### config.mk
export PLATFORM = sky130hd
export DESIGN_NAME = rst_strap_ctrl
export DESIGN_NICKNAME = d
export VERILOG_FILES = /design/src/rtl/rst_strap_pkg.sv /design/src/rtl/rst_release_sync.sv /design/src/rtl/strap_history.sv /design/src/rtl/rst_strap_ctrl.sv
export SDC_FILE = /design/constraint.sdc
export NUM_CORES = 1
export LEC_CHECK = 0
export ABC_CLOCK_PERIOD_IN_PS = 2400
export BUFFER_PORTS_ARGS = -buffer_cell sky130_fd_sc_hd__buf_2
export CAP_MARGIN = 20
export CORE_AREA = 2 2 62 64
export CTS_BUF_LIST = sky130_fd_sc_hd__clkbuf_4 sky130_fd_sc_hd__clkbuf_8
export DETAILED_ROUTE_END_ITERATION = 8
export DIE_AREA = 0 0 64 66
export SYNTH_ARGS = -nofsm -noshare
export SYNTH_HDL_FRONTEND = slang
export SYNTH_SLANG_ARGS = --single-unit
export TNS_END_PERCENT = 10
### constraint.sdc
create_clock -name clk -period 2.4 [get_ports clk]
set_input_delay 0.48 -clock clk [delete_from_list [all_inputs] [get_ports clk]]
set_output_delay 0.48 -clock clk [all_outputs]
set_load 0.02 [all_outputs]
### src/rtl/rst_strap_pkg.sv
package rst_strap_pkg;

    typedef enum logic [1:0] {
        PH_PIN = 2'd0,
        PH_WDT = 2'd1,
        PH_RUN = 2'd2
    } phase_e;

    typedef enum logic [1:0] {
        BOOT_EXT16 = 2'd0,
        BOOT_EXT8  = 2'd1,
        BOOT_INT32 = 2'd2
    } boot_e;

    function automatic boot_e boot_decode(input logic sel, input logic nvm);
        if (!sel)
            return BOOT_EXT16;
        else if (nvm)
            return BOOT_INT32;
        else
            return BOOT_EXT8;
    endfunction

endpackage

### src/rtl/rst_release_sync.sv
module rst_release_sync #(
    parameter int STAGES = 2
) (
    input  logic clk,
    input  logic rst_pin_n,
    output logic released_o
);
    logic [STAGES-1:0] sync_d, sync_q;

    always_comb begin
        sync_d = {sync_q[STAGES-2:0], 1'b1};
    end

    always_ff @(posedge clk or negedge rst_pin_n) begin
        if (!rst_pin_n)
            sync_q <= '0;
        else
            sync_q <= sync_d;
    end

    assign released_o = sync_q[STAGES-1];
endmodule

### src/rtl/strap_history.sv
module strap_history #(
    parameter int DEPTH = 10
) (
    input  logic clk,
    input  logic shift_en,
    input  logic bit_i,
    output logic newest_o,
    output logic agree_o
);
    localparam int KEEP = DEPTH - 1;

    logic [KEEP-1:0]  hist_d, hist_q;
    logic [DEPTH-1:0] window;

    always_comb begin
        window  = {hist_q, bit_i};
        hist_d  = shift_en ? window[KEEP-1:0] : hist_q;
    end

    always_ff @(posedge clk) begin
        hist_q <= hist_d;
    end

    assign newest_o = bit_i;
    assign agree_o  = (&window) | ~(|window);
endmodule

### src/rtl/rst_strap_ctrl.sv
module rst_strap_ctrl
    import rst_strap_pkg::*;
#(
    parameter int WINDOW      = 10,
    parameter int SYNC_STAGES = 2
) (
    input  logic       clk,
    input  logic       rst_pin_n,
    input  logic       wdt_req,
    input  logic       boot_sel_pin,
    input  logic       tri_n_pin,
    input  logic       has_nvm,
    output logic       sys_rst,
    output logic       addr_low_hold,
    output logic       periph_clk_en,
    output logic       fetch_zero,
    output logic [1:0] boot_mode,
    output logic       tristate_en,
    output logic       strap_unstable
);
    localparam int CW = $clog2(WINDOW + 1);
    localparam logic [CW-1:0] LAST = CW'(WINDOW - 1);

    typedef struct packed {
        phase_e phase;
        logic   fz;
    } ctl_t;

    typedef struct packed {
        logic [CW-1:0] samp;
        logic [CW-1:0] wcnt;
        boot_e         boot;
        logic          trist;
        logic          unstable;
    } dat_t;

    ctl_t ctl_d, ctl_q;
    dat_t dat_d, dat_q;

    logic released;
    logic shift_en;
    logic bs_now, bs_agree, tn_now, tn_agree;

    rst_release_sync #(.STAGES(SYNC_STAGES)) u_sync (
        .clk        (clk),
        .rst_pin_n  (rst_pin_n),
        .released_o (released)
    );

    assign shift_en = (ctl_q.phase == PH_PIN);

    strap_history #(.DEPTH(WINDOW)) u_hist_boot (
        .clk      (clk),
        .shift_en (shift_en),
        .bit_i    (boot_sel_pin),
        .newest_o (bs_now),
        .agree_o  (bs_agree)
    );

    strap_history #(.DEPTH(WINDOW)) u_hist_tri (
        .clk      (clk),
        .shift_en (shift_en),
        .bit_i    (tri_n_pin),
        .newest_o (tn_now),
        .agree_o  (tn_agree)
    );

    always_comb begin
        ctl_d    = ctl_q;
        dat_d    = dat_q;
        ctl_d.fz = 1'b0;
        unique case (ctl_q.phase)
            PH_RUN: begin
                dat_d.samp = '0;
                dat_d.wcnt = '0;
                if (wdt_req)
                    ctl_d.phase = PH_WDT;
            end
            PH_WDT: begin
                dat_d.samp = '0;
                if (dat_q.wcnt >= LAST) begin
                    ctl_d.phase = PH_RUN;
                    ctl_d.fz    = 1'b1;
                    dat_d.wcnt  = '0;
                end else begin
                    dat_d.wcnt = dat_q.wcnt + 1'b1;
                end
            end
            PH_PIN: begin
                dat_d.wcnt = '0;
                dat_d.samp = (dat_q.samp >= LAST) ? LAST : dat_q.samp + 1'b1;
                if (released && dat_q.samp >= LAST) begin
                    ctl_d.phase    = PH_RUN;
                    ctl_d.fz       = 1'b1;
                    dat_d.boot     = boot_decode(bs_now, has_nvm);
                    dat_d.trist    = ~tn_now;
                    dat_d.unstable = ~(bs_agree & tn_agree);
                end
            end
            default: ctl_d.phase = PH_PIN;
        endcase
    end

    always_ff @(posedge clk or negedge rst_pin_n) begin
        if (!rst_pin_n) begin
            ctl_q.phase <= PH_PIN;
            ctl_q.fz    <= 1'b0;
        end else begin
            ctl_q <= ctl_d;
        end
    end

    always_ff @(posedge clk) begin
        dat_q <= dat_d;
    end

    assign sys_rst        = (ctl_q.phase != PH_RUN);
    assign addr_low_hold  = (ctl_q.phase != PH_RUN);
    assign periph_clk_en  = (ctl_q.phase == PH_RUN);
    assign fetch_zero     = ctl_q.fz;
    assign boot_mode      = dat_q.boot;
    assign tristate_en    = dat_q.trist;
    assign strap_unstable = dat_q.unstable;
endmodule

Yosys cells after proc, flatten, opt, wreduce, memory -nomap -nowiden

Index checks and enable logic that the tools add are counted.

Flip-flop bits (word level): 35
Latch bits: 0
RAM bits: 0
Memory bits (read-only): 0
Output and inout bits: 8
Memories kept: 0

Add/subtract/negate cells: 2
Multiply operators: 0
Div/mod/pow operators: 0
Magnitude comparators: 2
Equal/unequal tests: 6
Shift operators: 0
Multiplexer cells: 9
Bitwise gates (word level): 7
Reduce and logical (&&, ||, !) cells: 9

Operators with widths:

| kind                                                                   | number |
|---|---|
| 8-bit case mux with 3 select lines                                     | 1 |
| 10-bit AND reduction                                                   | 2 |
| 10-bit OR reduction                                                    | 2 |
| 4-bit by 1-bit adder with 4-bit output (second input constant)         | 2 |
| 4-bit greater-or-equal comparator (second input constant)              | 2 |
| 4-bit 2-to-1 mux                                                       | 2 |
| 2-bit != test (second input constant)                                  | 4 |
| 3-bit 2-to-1 mux                                                       | 2 |
| 2-bit case mux with 3 select lines                                     | 1 |
| 2-bit 2-to-1 mux                                                       | 2 |
| 1-bit NOT                                                              | 4 |
| 3-bit AND reduction                                                    | 1 |
| 3-bit nonzero test                                                     | 1 |
| 2-bit by 1-bit equality test with 1-bit output (second input constant) | 1 |
| 2-bit equality test (second input constant)                            | 1 |
| 2-bit zero test                                                        | 1 |
| 1-bit bitwise OR                                                       | 2 |
| 1-bit case mux with 2 select lines                                     | 1 |
| 2-bit AND reduction                                                    | 1 |
| 1-bit AND                                                              | 1 |
| 1-bit logical AND                                                      | 1 |

Logic depth before layout (Yosys ltp)

Gate-level depths: netlist (run 1).

Word-level depth: 5
Gate-level depth with buffers: 5
Mapped depth without buffers: 5

Modules after synthesis

A second synthesis (run 1) with hierarchy kept.

Cells, all modules: 102
Area total of the unflattened synthesis: 1442.6 µm²

By module, submodules not included:

| module           | times used | cells an instance | area an instance (µm²) | sequential area each (µm²) |
|---|---|---|---|---|
| rst_strap_ctrl   | 1          | 63                | 743.2                  | 435.4 |
| strap_history    | 2          | 18                | 322.8                  | 270.3 |
| rst_release_sync | 1          | 3                 | 53.8                   | 50.0 |

Worst setup path before layout (run 1)

Ideal clock, no wire load.

Path kind: register to register
From: reg ctl_q[1] (netlist name)
To: reg dat_q (netlist bit boot_mode[0]), enable pin
Setup time: 308 ps
Arrival time: 1706 ps
Data required time: 2092 ps
Slack: 386 ps
Stages on the path, launching flop included: 4
Path buffers: 0
Path through: dfrtp_1 nor2_1 nand4_1 inv_1

Cells in the longest elaborated chain, start to end: 2

Ends and longest elaborated chain:

| what                          | RTL line              | RTL |
|---|---|---|
| start, declared               | rst_strap_ctrl.sv:37  | `ctl_t ctl_d, ctl_q;` |
| start signal, assigned        | rst_strap_ctrl.sv:109 | `ctl_q <= ctl_d;` |
| 2-bit zero test               | n/a                   |  |
| 2-bit AND reduction (no line) | n/a                   |  |
| end signal, assigned          | rst_strap_ctrl.sv:114 | `dat_q <= dat_d;` |
| end, declared                 | rst_strap_ctrl.sv:38  | `dat_t dat_d, dat_q;` |

Every way passes these cells.
A chain may end at the register's enable or synchronous reset.

Worst setup path after layout (run 1)

From: reg dat_q[8] (netlist name)
To: reg dat_q (netlist bit strap_unstable), enable pin

Cells in the longest elaborated chain, start to end: 3

Ends and longest elaborated chain:

| what                              | RTL line             | RTL |
|---|---|---|
| 4-bit greater-or-equal comparator | rst_strap_ctrl.sv:92 | `if (released && dat_q.samp >= LAST) begin` |
| 1-bit logical AND                 | rst_strap_ctrl.sv:92 |  |
| 2-bit AND reduction (no line)     | n/a                  |  |

Every way passes these cells.

==> results of run 1 <==
## area by class of cell
class                           count  area share [%]
Sequential cell                    35            63.4
Multi-Input combinational cell     51            21.3
Timing Repair Buffer               15            5.10
Tap cell                           48            3.71
Clock inverter                      3            2.40
Clock buffer                        5            2.32
Inverter                            8            1.85
## layer usage
metal / global-route usage [%] / wire length [µm]
met3: 5.45 / 112
met1: 11.9 / 891
met4: 5.71 / 45
met2: 17.6 / 946
met5: 0 / 0
## tightest hold or removal path, delay by kind of cell
kind                   cells  cell delay, ns
buffers and inverters      1            0.09
and+or+nand+nor            2            0.09
## flip-flops by register name, indices dropped and copies added, names as in the netlist
register and cells:
boot_mode 2, ctl_q 2, dat_q 8, fetch_zero 1, strap_unstable 1, tristate_en 1, u_hist_boot.hist_q 9, u_hist_tri.hist_q 9
u_sync.sync_q 2
## synth_stat cells
cell type  number
a21bo_2         1
a21boi_0        1
a31oi_1         1
and2_1          1
and3_1          2
buf_4           3
conb_1          1
dfrtp_1         5
edfxtp_1       30
ha_1            6
inv_1           8
nand2_1         7
nand2b_1        1
nand3_1         2
nand4_1         5
nor2_1          4
nor2b_1         3
nor3_1          3
nor4_1          2
o211ai_1        1
o22ai_1         1
or3b_1          1
or3b_2          1
or4_1           4
xnor2_1         2
xor2_1          1
## timing repair
item                      4_1_cts  5_1_grt
hold endpoints to repair        5        0
gates resized for setup         0        0
hold buffers                    1        0
setup buffers                   0        0
## cells by family after synthesis
group	synth area share (%)
AND/OR/NAND/NOR	14.2
flip-flops	72.1
buffers and inverters	3.69
adder cells (fa/ha/maj)	5.28
AO/OA/AOI/OAI	2.64
XOR/XNOR	1.85
other	0.264
## worst paths after layout
kind | end | from | slack (ns)
worst max-delay path | strap_unstable | dat_q[8] | 0.69
worst min-delay path | ctl_q[1] | wdt_req | 0.35
worst max register to register | strap_unstable | dat_q[8] | 0.69
worst min register to register | u_sync.sync_q[1] | u_sync.sync_q[0] | 0.36
max in group asynchronous | u_sync.sync_q[1] | rst_pin_n | 1.80
min in group asynchronous | ctl_q[2] | rst_pin_n | 0.46
## per-stage QoR
stage	cell area [µm²]	hold slack (ns)	total power, W	worst slack (ns)	cells
floorplan	1420	0.184	0.00137	0.386	97
global placement	1530	0.295	0.00147	0.672	156
detailed placement	1530	0.298	0.00150	0.643	156
CTS	1620	0.346	0.00190	0.679	165
global route	1620	0.339	0.00201	0.601	165
finish	1620	0.353	0.00189	0.688	165
## power by group
group          switching (W)  internal (W)
clock network       0.000190      0.000214
registers           0.000161      0.000987
logic               0.000200      0.000136
total               0.000550       0.00134
==> flow_metrics.tcl, run 1 <==
set metrics [dict create \
    outcome "complete, no violations" \
    drt_iter0_markers 23 \
    grt_overflow_total 0 \
    cts_buffers 5 \
    first_global_vias 760 \
    crit_fanout 5 \
    yosysTopAreaCell "edfxtp_1" \
    syn-cell-area_mm2 0.00142 \
    hp-class "in2reg" \
    rsz0062_at_grt "no" \
    slowest_delay_ns 0.48 \
    layout_min_cycle_time_ns 1.71 \
    cp-start-kind "register" \
    routabilityCongestion 0.767 \
    seq_area_mm2 0.00103 \
    die_w_um 64 \
    drt_first_pass_iters 4 \
    layout_commonest_cell "edfxtp_1" \
    multi_input_area_um2 344 \
    grt_first_pass_wirelength_mm 3.36 \
    finalHoldViolCount 0 \
    yosys_register_bits 35 \
    ctsLongestPathBuffers 2 \
    p_leak_nw 0.650 \
    syn2layout_area_growth_pct 13.8 \
    layout_common_cells "edfxtp_1, buf_2, inv_1" \
    cts_tree "built" \
    final-setup-viol-count 0 \
    synth_area_leaders "edfxtp_1, dfrtp_1, ha_1" \
    htree_levels 2 \
    fillers 313 \
    synthDistinctLibCells 26 \
    drt_wl_total_mm 2.00 \
    fmax_mhz 584 \
    track_usage_pct 11.0 \
    critPathKind "reg2reg" \
    holdPathStages 3 \
    die_area_mm2 0.00422 \
    post-route-drc-count 0 \
    grt_max_degree 23 \
    crit_buf_inv 1 \
    ys_seq_area_share_pct 72.1 \
    drive_gt1_share_pct 19.7 \
    arrival_ns 1.80 \
    vias 803 \
    final_util_pct 45.6 \
    syn-mean-instance-area_um2 14.7 \
    worst_ir_drop_vdd_mv 0.583 \
    die-height_um 66 \
    synthCells 97 \
    grt_antenna_before_repair 0 \
    root_buffer "clkbuf_4" \
    cap_violations 0 \
    num_rows 22 \
    syn-num-nets 109 \
    rr_worst_depth 4 \
    initial_core_util_pct 40.1 \
    fin_nets 128 \
    dp_hpwl_mm 1.43 \
    endpoint_kind "register" \
    cp_top_family "simple AND/OR/NAND/NOR gates" \
    clkSinkCount 35 \
    vias_per_cell 4.87 \
    cts.clk_slew.worst_paths_ns 0.11 \
    slew_viol_final 0 \
    worst_ep_required_time_ns 2.49 \
    path_cells "ha_1, or3b_2, nand4_1, inv_1" \
    ant_nets 0 \
    diodes 0 \
    cp_slowest_cell "or3b_2" \
    tns_ns 0 \
    wl_per_cell_um 12.1 \
    synth_top_area_share_pct 63.3 \
    fin_skew_ns 0.0120 \
    core_area_mm2 0.00355 \
    io_pins 14 \
    ys_warn_count 0 \
    port_buffers 13 \
    power-per-cell-area_mw_per_mm2 1170 \
    period_share_pct 71.3 \
    clk_latency_ns 0.34 \
    crit_cells 4 \
]
Note: power is estimated with default switching activity, not from simulation.
==> run 2, diff against run 1 <==
ABC_CLOCK_PERIOD_IN_PS = 1500   (was 2400)
clock period = 1.5 ns   (was 2.4 ns; I/O delays follow)
==> flow_metrics.tcl, run 2 (synthesis gave the netlist of run 1 again) <==
set metrics [dict create \
    port_buffers 13 \
    cts_buffers 5 \
    cp-start-kind "register" \
    drt_wl_total_mm 2.31 \
    first_global_vias 916 \
    fillers 318 \
    outcome "finished with violations" \
    finalHoldViolCount 0 \
    die_w_um 64 \
    htree_levels 2 \
    dp_hpwl_mm 1.61 \
    initial_core_util_pct 40.1 \
    clkSinkCount 35 \
    die_area_mm2 0.00422 \
    grt_overflow_total 0 \
    hp-class "in2reg" \
    failed_checks "setup timing" \
    cts.clk_slew.worst_paths_ns 0.10 \
    ant_nets 0 \
    critPathKind "reg2reg" \
    post-route-drc-count 0 \
    layout_min_cycle_time_ns 1.54 \
    wl_per_cell_um 12.5 \
    vias_per_cell 4.79 \
    swShare_pct 29.7 \
    fmax_mhz 648 \
    finalInstanceArea_mm2 0.00178 \
    whs_ns 0.191 \
    final_util_pct 50.1 \
    vias 881 \
    seq_power_share_pct 55.5 \
    worst_ir_drop_vdd_mv 0.878 \
    track_usage_pct 13.1 \
    drt_iter0_markers 38 \
    grt_max_degree 19 \
    diodes 0 \
    layout_commonest_cell "edfxtp_1" \
    root_buffer "clkbuf_4" \
    fin_ws_ns -0.0423 \
    cap_violations 0 \
    final-setup-viol-count 5 \
    endpoint_kind "register" \
    p_leak_nw 0.731 \
    p_int_w 0.00228 \
    routabilityCongestion 0.782 \
    grt_first_pass_wirelength_mm 4.03 \
    fin_skew_ns 0.00953 \
    post-place-ws_ns -0.0347 \
    slew_viol_final 0 \
    layout_common_cells "edfxtp_1, buf_4, buf_2" \
    drt_first_pass_iters 3 \
    core_area_mm2 0.00355 \
    num_rows 22 \
    power_frac_comb_pct 29.9 \
    post_dp_cell_area_mm2 0.00167 \
    pwr-share-clk_pct 14.6 \
    rsz0062_at_grt "yes" \
    grt_antenna_before_repair 0 \
    drive_gt1_share_pct 37.5 \
    arrival_ns 1.73 \
    ctsLongestPathBuffers 2 \
    fin_nets 147 \
    period_share_pct 103 \
    power-per-cell-area_mw_per_mm2 1830 \
    p_sw_w 0.000966 \
    die-height_um 66 \
    reg.largest.list "u_hist_boot.hist_q (9), u_hist_tri.hist_q (9), dat_q (8)" \
    io_pins 14 \
    cts_tree "built" \
    syn2layout_area_growth_pct 25.1 \
    worst_ep_required_time_ns 1.69 \
    crit_fanout 5 \
    clk_latency_ns 0.32 \
]
-- run 2: cell types whose count changed in the layout (fill, tap and decap cells not counted), moves of 2 or more --
cell,before,now
buf_4,1,20
ha_1,6,4
ha_2,0,2
inv_1,8,6
inv_2,0,2
nor2_1,4,2
or3b_4,0,2
-- run 2: worst paths after layout --
path | slack, ns | cells after the start | startpoint | to
max | -0.04 | 5 | dat_q[4] | dat_q[7]
min | 0.19 | 3 | wdt_req | ctl_q[1]
max reg2reg | -0.04 | 5 | dat_q[4] | dat_q[7]
min reg2reg | 0.37 | 0 | u_sync.sync_q[0] | u_sync.sync_q[1]
max in group asynchronous | 1.06 | 2 | rst_pin_n | ctl_q[2]
min in group asynchronous | 0.30 | 2 | rst_pin_n | u_sync.sync_q[0]
-- run 2: layout make-up --
| cell class | count | area (µm²) | area share [%] |
|---|---|---|---|
| Timing Repair Buffer | 34 | 225 | 12.7 |
| Tap cell | 48 | 60.1 | 3.38 |
| Clock buffer | 6 | 45.0 | 2.53 |
| Clock inverter | 2 | 7.51 | 0.422 |
| Multi-Input combinational cell | 51 | 384 | 21.6 |
| Sequential cell | 35 | 1030 | 57.7 |
| Inverter | 8 | 30.0 | 1.69 |
-- run 2: power groups by stage --
stage | registers, W | logic [W] | clock network [W]
floorplan | 0.00179 | 0.000432 | 0
global placement | 0.00180 | 0.000847 | 0
detailed placement | 0.00182 | 0.000875 | 0
CTS | 0.00179 | 0.000932 | 0.000503
global route | 0.00186 | 0.00109 | 0.000551
finish | 0.00180 | 0.000970 | 0.000476
-- run 2: through the flow --
step	power, W	setup TNS (ns)	std cells
floorplan	0.00222	0	97
global placement	0.00265	-0.0265	173
detailed placement	0.00270	-0.134	173
CTS	0.00323	-0.104	184
global route	0.00350	-0.731	184
finish	0.00325	-0.118	184
-- run 2: worst max-delay path, stage by stage, from the launching register on --
cell,delay [ns]
edfxtp_1,0.45
inv_1,0.09
ha_1,0.13
or3b_4,0.38
a21bo_4,0.24
nor2b_1,0.11
-- run 2: per-layer routing --
layer	up-vias	wire length (µm)	GRT usage (%)	share of wire, %
met5	-	0	0	0
met2	16	1140	21.4	50
met4	0	39	6.52	1.7
met1	431	1020	15.2	44
li1	429	-	-	-
met3	5	103	5.11	4.5
-- run 2: timing repair --
action                                  4_1_cts  5_1_grt
pin swaps                                     4        0
buffers inserted                              2        0
endpoints found under the setup margin        6       16
hold buffers                                  1        0
gates resized for setup                       3        5
hold endpoints to repair                      5        0
